`src/rtl/gdio_pkg.sv`:
```
package gdio_pkg;
  // Strobes passed from the address decode to the datapath
  typedef struct packed {
    logic wrPort;  // accepted write to the port register
    logic rdPort;  // accepted read of the port register
  } gdioStrobe_t;
endpackage

```
`src/rtl/gdio_ctrl.sv`:
```
module gdio_ctrl
  import gdio_pkg::*;
#(
  parameter int ADDR_W = 6,
  parameter logic [ADDR_W-1:0] PORT_ADDR = 6'h0A
) (
  input  logic              busWrEn,
  input  logic              busRdEn,
  input  logic [ADDR_W-1:0] busAddr,
  output gdioStrobe_t       strobe
);
  logic hit;

  assign hit           = (busAddr == PORT_ADDR);
  assign strobe.wrPort = busWrEn & hit;
  assign strobe.rdPort = busRdEn & hit;
endmodule

```
`src/rtl/gdio_datapath.sv`:
```
module gdio_datapath
  import gdio_pkg::*;
#(
  parameter int PIN_COUNT  = 8,
  parameter int GROUP_SIZE = 4,
  parameter int DATA_W     = 16,
  parameter int DIR_LSB    = 10
) (
  input  logic                 clk,
  input  logic                 rst,
  input  gdioStrobe_t          strobe,
  input  logic [DATA_W-1:0]    busWdata,
  output logic [DATA_W-1:0]    busRdata,
  input  logic [PIN_COUNT-1:0] pinIn,
  output logic [PIN_COUNT-1:0] pinOut,
  output logic [PIN_COUNT-1:0] pinOe
);
  localparam int GROUP_COUNT = PIN_COUNT / GROUP_SIZE;

  logic [PIN_COUNT-1:0]   latchQ;
  logic [GROUP_COUNT-1:0] dirQ;
  logic [PIN_COUNT-1:0]   syncA;
  logic [PIN_COUNT-1:0]   syncB;
  logic [PIN_COUNT-1:0]   readBack;
  logic [DATA_W-1:0]      regView;

  // Drive latch and direction flags, whole-word store
  always_ff @(posedge clk or posedge rst) begin
    if (rst) begin
      latchQ <= '0;
      dirQ   <= '0;
    end else if (strobe.wrPort) begin
      latchQ <= busWdata[PIN_COUNT-1:0];
      dirQ   <= busWdata[DIR_LSB +: GROUP_COUNT];
    end
  end

  // Two-flop synchronizer on the external levels
  always_ff @(posedge clk or posedge rst) begin
    if (rst) begin
      syncA <= '0;
      syncB <= '0;
    end else begin
      syncA <= pinIn;
      syncB <= syncA;
    end
  end

  // Per-group enable fan-out and read-back selection
  for (genvar g = 0; g < GROUP_COUNT; g++) begin : gGroup
    assign pinOe[g*GROUP_SIZE +: GROUP_SIZE] = {GROUP_SIZE{dirQ[g]}};
    assign readBack[g*GROUP_SIZE +: GROUP_SIZE] = dirQ[g] ?
        latchQ[g*GROUP_SIZE +: GROUP_SIZE] : syncB[g*GROUP_SIZE +: GROUP_SIZE];
  end

  assign pinOut = latchQ;

  // Unused bits are tied to zero here
  always_comb begin
    regView = '0;
    regView[PIN_COUNT-1:0] = readBack;
    regView[DIR_LSB +: GROUP_COUNT] = dirQ;
  end

  always_ff @(posedge clk or posedge rst) begin
    if (rst)                busRdata <= '0;
    else if (strobe.rdPort) busRdata <= regView;
    else                    busRdata <= '0;
  end
endmodule

```
`src/rtl/gdio_port.sv`:
```
module gdio_port
  import gdio_pkg::*;
#(
  parameter int PIN_COUNT  = 8,
  parameter int GROUP_SIZE = 4,
  parameter int DATA_W     = 16,
  parameter int ADDR_W     = 6,
  parameter int DIR_LSB    = 10,
  parameter logic [ADDR_W-1:0] PORT_ADDR = 6'h0A
) (
  input  logic                 clk,
  input  logic                 rst,
  input  logic                 busWrEn,
  input  logic                 busRdEn,
  input  logic [ADDR_W-1:0]    busAddr,
  input  logic [DATA_W-1:0]    busWdata,
  output logic [DATA_W-1:0]    busRdata,
  input  logic [PIN_COUNT-1:0] pinIn,
  output logic [PIN_COUNT-1:0] pinOut,
  output logic [PIN_COUNT-1:0] pinOe
);
  gdioStrobe_t strobe;

  gdio_ctrl #(.ADDR_W(ADDR_W), .PORT_ADDR(PORT_ADDR)) uCtrl (
    .busWrEn(busWrEn),
    .busRdEn(busRdEn),
    .busAddr(busAddr),
    .strobe (strobe)
  );

  gdio_datapath #(
    .PIN_COUNT (PIN_COUNT),
    .GROUP_SIZE(GROUP_SIZE),
    .DATA_W    (DATA_W),
    .DIR_LSB   (DIR_LSB)
  ) uData (
    .clk     (clk),
    .rst     (rst),
    .strobe  (strobe),
    .busWdata(busWdata),
    .busRdata(busRdata),
    .pinIn   (pinIn),
    .pinOut  (pinOut),
    .pinOe   (pinOe)
  );
endmodule

```
`config.mk`:
```
export PLATFORM = sky130hd
export DESIGN_NAME = gdio_port
export DESIGN_NICKNAME = d
export VERILOG_FILES = /design/src/rtl/gdio_pkg.sv /design/src/rtl/gdio_ctrl.sv /design/src/rtl/gdio_datapath.sv /design/src/rtl/gdio_port.sv
export SDC_FILE = /design/constraint.sdc
export NUM_CORES = 1
export LEC_CHECK = 0
export ABC_AREA = 1
export BUFFER_PORTS_ARGS = -buffer_cell sky130_fd_sc_hd__buf_2
export CAP_MARGIN = 20
export CELL_PAD_IN_SITES_DETAIL_PLACEMENT = 0
export CELL_PAD_IN_SITES_GLOBAL_PLACEMENT = 2
export CORE_ASPECT_RATIO = 1.25
export CORE_MARGIN = 4
export CORE_UTILIZATION = 24
export CTS_CLUSTER_DIAMETER = 30
export DETAILED_ROUTE_END_ITERATION = 10
export PLACE_DENSITY = 0.76
export RECOVER_POWER = 50
export SETUP_SLACK_MARGIN = 0.2
export SYNTH_ARGS = -nofsm -noshare
export SYNTH_HDL_FRONTEND = slang
export SYNTH_SLANG_ARGS = --single-unit
```
`constraint.sdc`:
```
create_clock -name clk -period 1 [get_ports clk]
set_input_delay 0.1 -clock clk [delete_from_list [all_inputs] [get_ports clk]]
set_output_delay 0.1 -clock clk [all_outputs]
set_load 0.01 [all_outputs]
```
==> impl_metrics.yaml <==
placement:
  detailedPlacementHpwl_mm: 2.16
  placedCellCount: 225
  place_congestion: 0.686
  portBuffers: 53
floorplanning:
  initial_core_util_pct: 25.2
  chipHeight_um: 93.4
  core_um2: 5560
  fp-row-count: 30
  die_w_um: 76.3
  dieArea_um2: 7130
  design.portCount: 66
yosys:
  fraction_of_synthesized_cell_area_taken_by_the_top_area_cell_type_pct: 64.3
  synth_sequential_area_ratio_pct: 64.3
  synth_area_um2: 1400
  post_synth_inst_count: 115
  post-synth-top-area-cell: "sky130_fd_sc_hd__dfrtp_1"
  synthesis.yosys.warnings: 0
  ys_seq_elements: 36
  syn_area_per_cell_um2: 12.2
  netlist-cell-type-count: 16
  synth.top_cells.by_area: "sky130_fd_sc_hd__dfrtp_1 (64%), sky130_fd_sc_hd__buf_4 (6.4%), sky130_fd_sc_hd__mux2i_1 (5.7%)"
critical_path:
  crit_path_cell_trace: "buf_2"
  highest_delay_cell_along_the_critical_path: "sky130_fd_sc_hd__dfrtp_2"
  reg2reg_setup_slack_ns: 0.08
  worst-setup-path-type: "reg -> out"
  critical_path.startpoint_type: "flop"
  critical_path.endpoint_type: "primary output"
  worst_ep_arrival_time_ns: 0.87
  crit_buf_inv: 1
  worst_path_largest_cell_delay_ns: 0.44
  path_delay_family: "flip-flops"
  timing.critical_path.required_ns: 0.90
  worstPathMaxFanout: 6
clock_tree:
  clock_insertion_delay_worst_skew_ns: 0.28
  numCtsBuffers: 5
  cts.root.buffer_cell: "sky130_fd_sc_hd__clkbuf_8"
  clk_pin_slew_worst_paths_ns: 0.07
  total_clock_sinks: 36
  cts_tree: "built"
  cts.path.max_buffers: 2
  htree_levels: 2
layout:
  design.final.nets: 223
  instances_no_fill: 254
  drive_above_1_share_pct: 45.8
  area.sequential_um2: 903
  finish.utilization_pct: 35.7
  area_of_combinational_cells_with_multiple_inputs_um2: 359
  antenna_cells: 0
  syn_to_final_growth_pct: 41.3
  num-fill-cells: 572
pwr:
  power.switching_fraction_pct: 24.5
  pwr-share-clk_pct: 34.2
  ir_worst_vdd_v: 0.000535
  internal_power_mw: 2.45
  p_leak_nw: 1.06
  total_switching_power_mw: 0.794
  finalPower_mw: 3.24
  pwr-share-seq_pct: 49.1
  pwr-share-comb_pct: 16.6
  pwr_density_cell_nw_per_um2: 1640
route:
  detail_route.vias_per_cell: 3.96
  vias_after_detailed_routing: 1007
  detail-route-antenna-nets: 0
  route.final.wire_length_mm: 3.16
  drt-initial-drc-count: 48
  drcViolationCount: 0
  drt_pre_antenna_iters: 4
  detail_route.wl_per_cell_um: 12.4
sta:
  final.min_clock_period_ns: 0.968
  rsz0062_at_grt: "yes"
  hold_violations: 0
  final_min_period_over_clock_period_pct: 96.8
  finalSetupViolations: 0
  max_freq_mhz: 1030
  drv_slew: 0
  clock_skew_ns: 0.00407
global_routing:
  grt_overflow: 0
  antenna_found_initial: 0
  first_pass_grt_wire_length_mm: 5.25
  largest_net_degree_at_the_start_of_global_routing: 21
  grt_usage_pct: 9.80
  grt_pass1_vias: 1004
flow_run:
  max-cap-violations: 0
hold_path:
  hold_path_class: "in -> reg"
status:
  outcome: "finished, final reports clean"
==> kinds of logic after synthesis <==
group                  after synthesis  synth area share [%]
DFF                                 36                  64.3
and+or+nand+nor                     47                  18.0
muxes                                8                  5.71
buffers and inverters               23                  11.7
other                                1                 0.268
==> through the flow <==
stage / hold slack (ns) / setup TNS, ns / setup slack, ns / area (um^2)
after floorplan: 0.0533 / 0 / 0.136 / 1440
after global placement: 0.0242 / 0 / 0.0887 / 1690
after detailed placement: 0.0252 / 0 / 0.0669 / 1690
after CTS: 0.0513 / 0 / 0.0137 / 1980
after global routing: 0.0554 / -0.119 / -0.0167 / 1980
final: 0.0642 / 0 / 0.0321 / 1980
==> power groups by stage <==
stage | clock [mW] | combinational, mW | sequential [mW]
after floorplan | 0 | 0.274 | 1.65
after global placement | 0 | 0.383 | 1.65
after detailed placement | 0 | 0.386 | 1.65
after CTS | 1.16 | 0.552 | 1.59
after global routing | 1.23 | 0.597 | 1.61
final | 1.11 | 0.539 | 1.59
==> final timing paths <==
path                                 from           endpoint  depth (start not counted)
max                         uData.dirQ[1]           pinOe[5]                          1
min                           busWdata[6]    uData.pinOut[6]                          3
max reg2reg                 uData.dirQ[1]  uData.busRdata[6]                          3
min reg2reg                uData.syncA[6]     uData.syncB[6]                          0
max in group asynchronous             rst      uData.dirQ[1]                          4
min in group asynchronous             rst     uData.syncA[0]                          3
==> layer usage <==
metal / wire [um] / vias to the layer above / GRT usage [%]
met5: 0 / - / 0
met4: 65 / 0 / 4.98
li1: - / 496 / -
met1: 1310 / 455 / 11.2
met2: 1530 / 49 / 15.9
met3: 252 / 7 / 3.76
==> synthesized netlist by cell type, drive strengths merged <==
cell,count
nand2,22
nor2,13
mux2i,8
dfrtp,36
nand3,1
nand4,11
inv,6
buf,16
bufbuf,1
conb,1
==> cell usage in the layout, fill, tap and decap left out, drive strengths merged <==
cell type     n
nand3         1
conb          6
nor2         13
nand2        22
mux2i         8
nand4        11
inv           5
dlygate4sd3   9
buf          67
dfrtp        36
clkinvlp      1
clkbuf       11
==> cell type report <==
class,count,share of cell area (%)
Clock buffer,8,5.05
Tap cell,64,4.04
Timing Repair Buffer,79,26.0
Sequential cell,36,45.6
Inverter,6,1.20
Multi-Input combinational cell,61,18.1
==> flip-flops by register name, indices dropped and copies added (netlist names) <==
name / flops
uData.busRdata: 10
uData.dirQ: 2
uData.pinOut: 8
uData.syncA: 8
uData.syncB: 8
==> what timing repair did <==
item / 4_1_cts / 5_1_grt
cloned: 0 / 0
resized for setup: 2 / 3
setup buffers: 12 / 0
endpoints found under the hold margin: 44 / 0
hold buffers: 9 / 0
setup endpoints to repair: 34 / 37
pin swaps: 0 / 1
==> worst register-to-register path, stage by stage, from the launching register on <==
cell,delay (ns)
sky130_fd_sc_hd__dfrtp_2,0.44
sky130_fd_sc_hd__buf_4,0.16
sky130_fd_sc_hd__mux2i_2,0.17
sky130_fd_sc_hd__nor2_1,0.05
No activity file was read; power rests on OpenSTA's default activity.
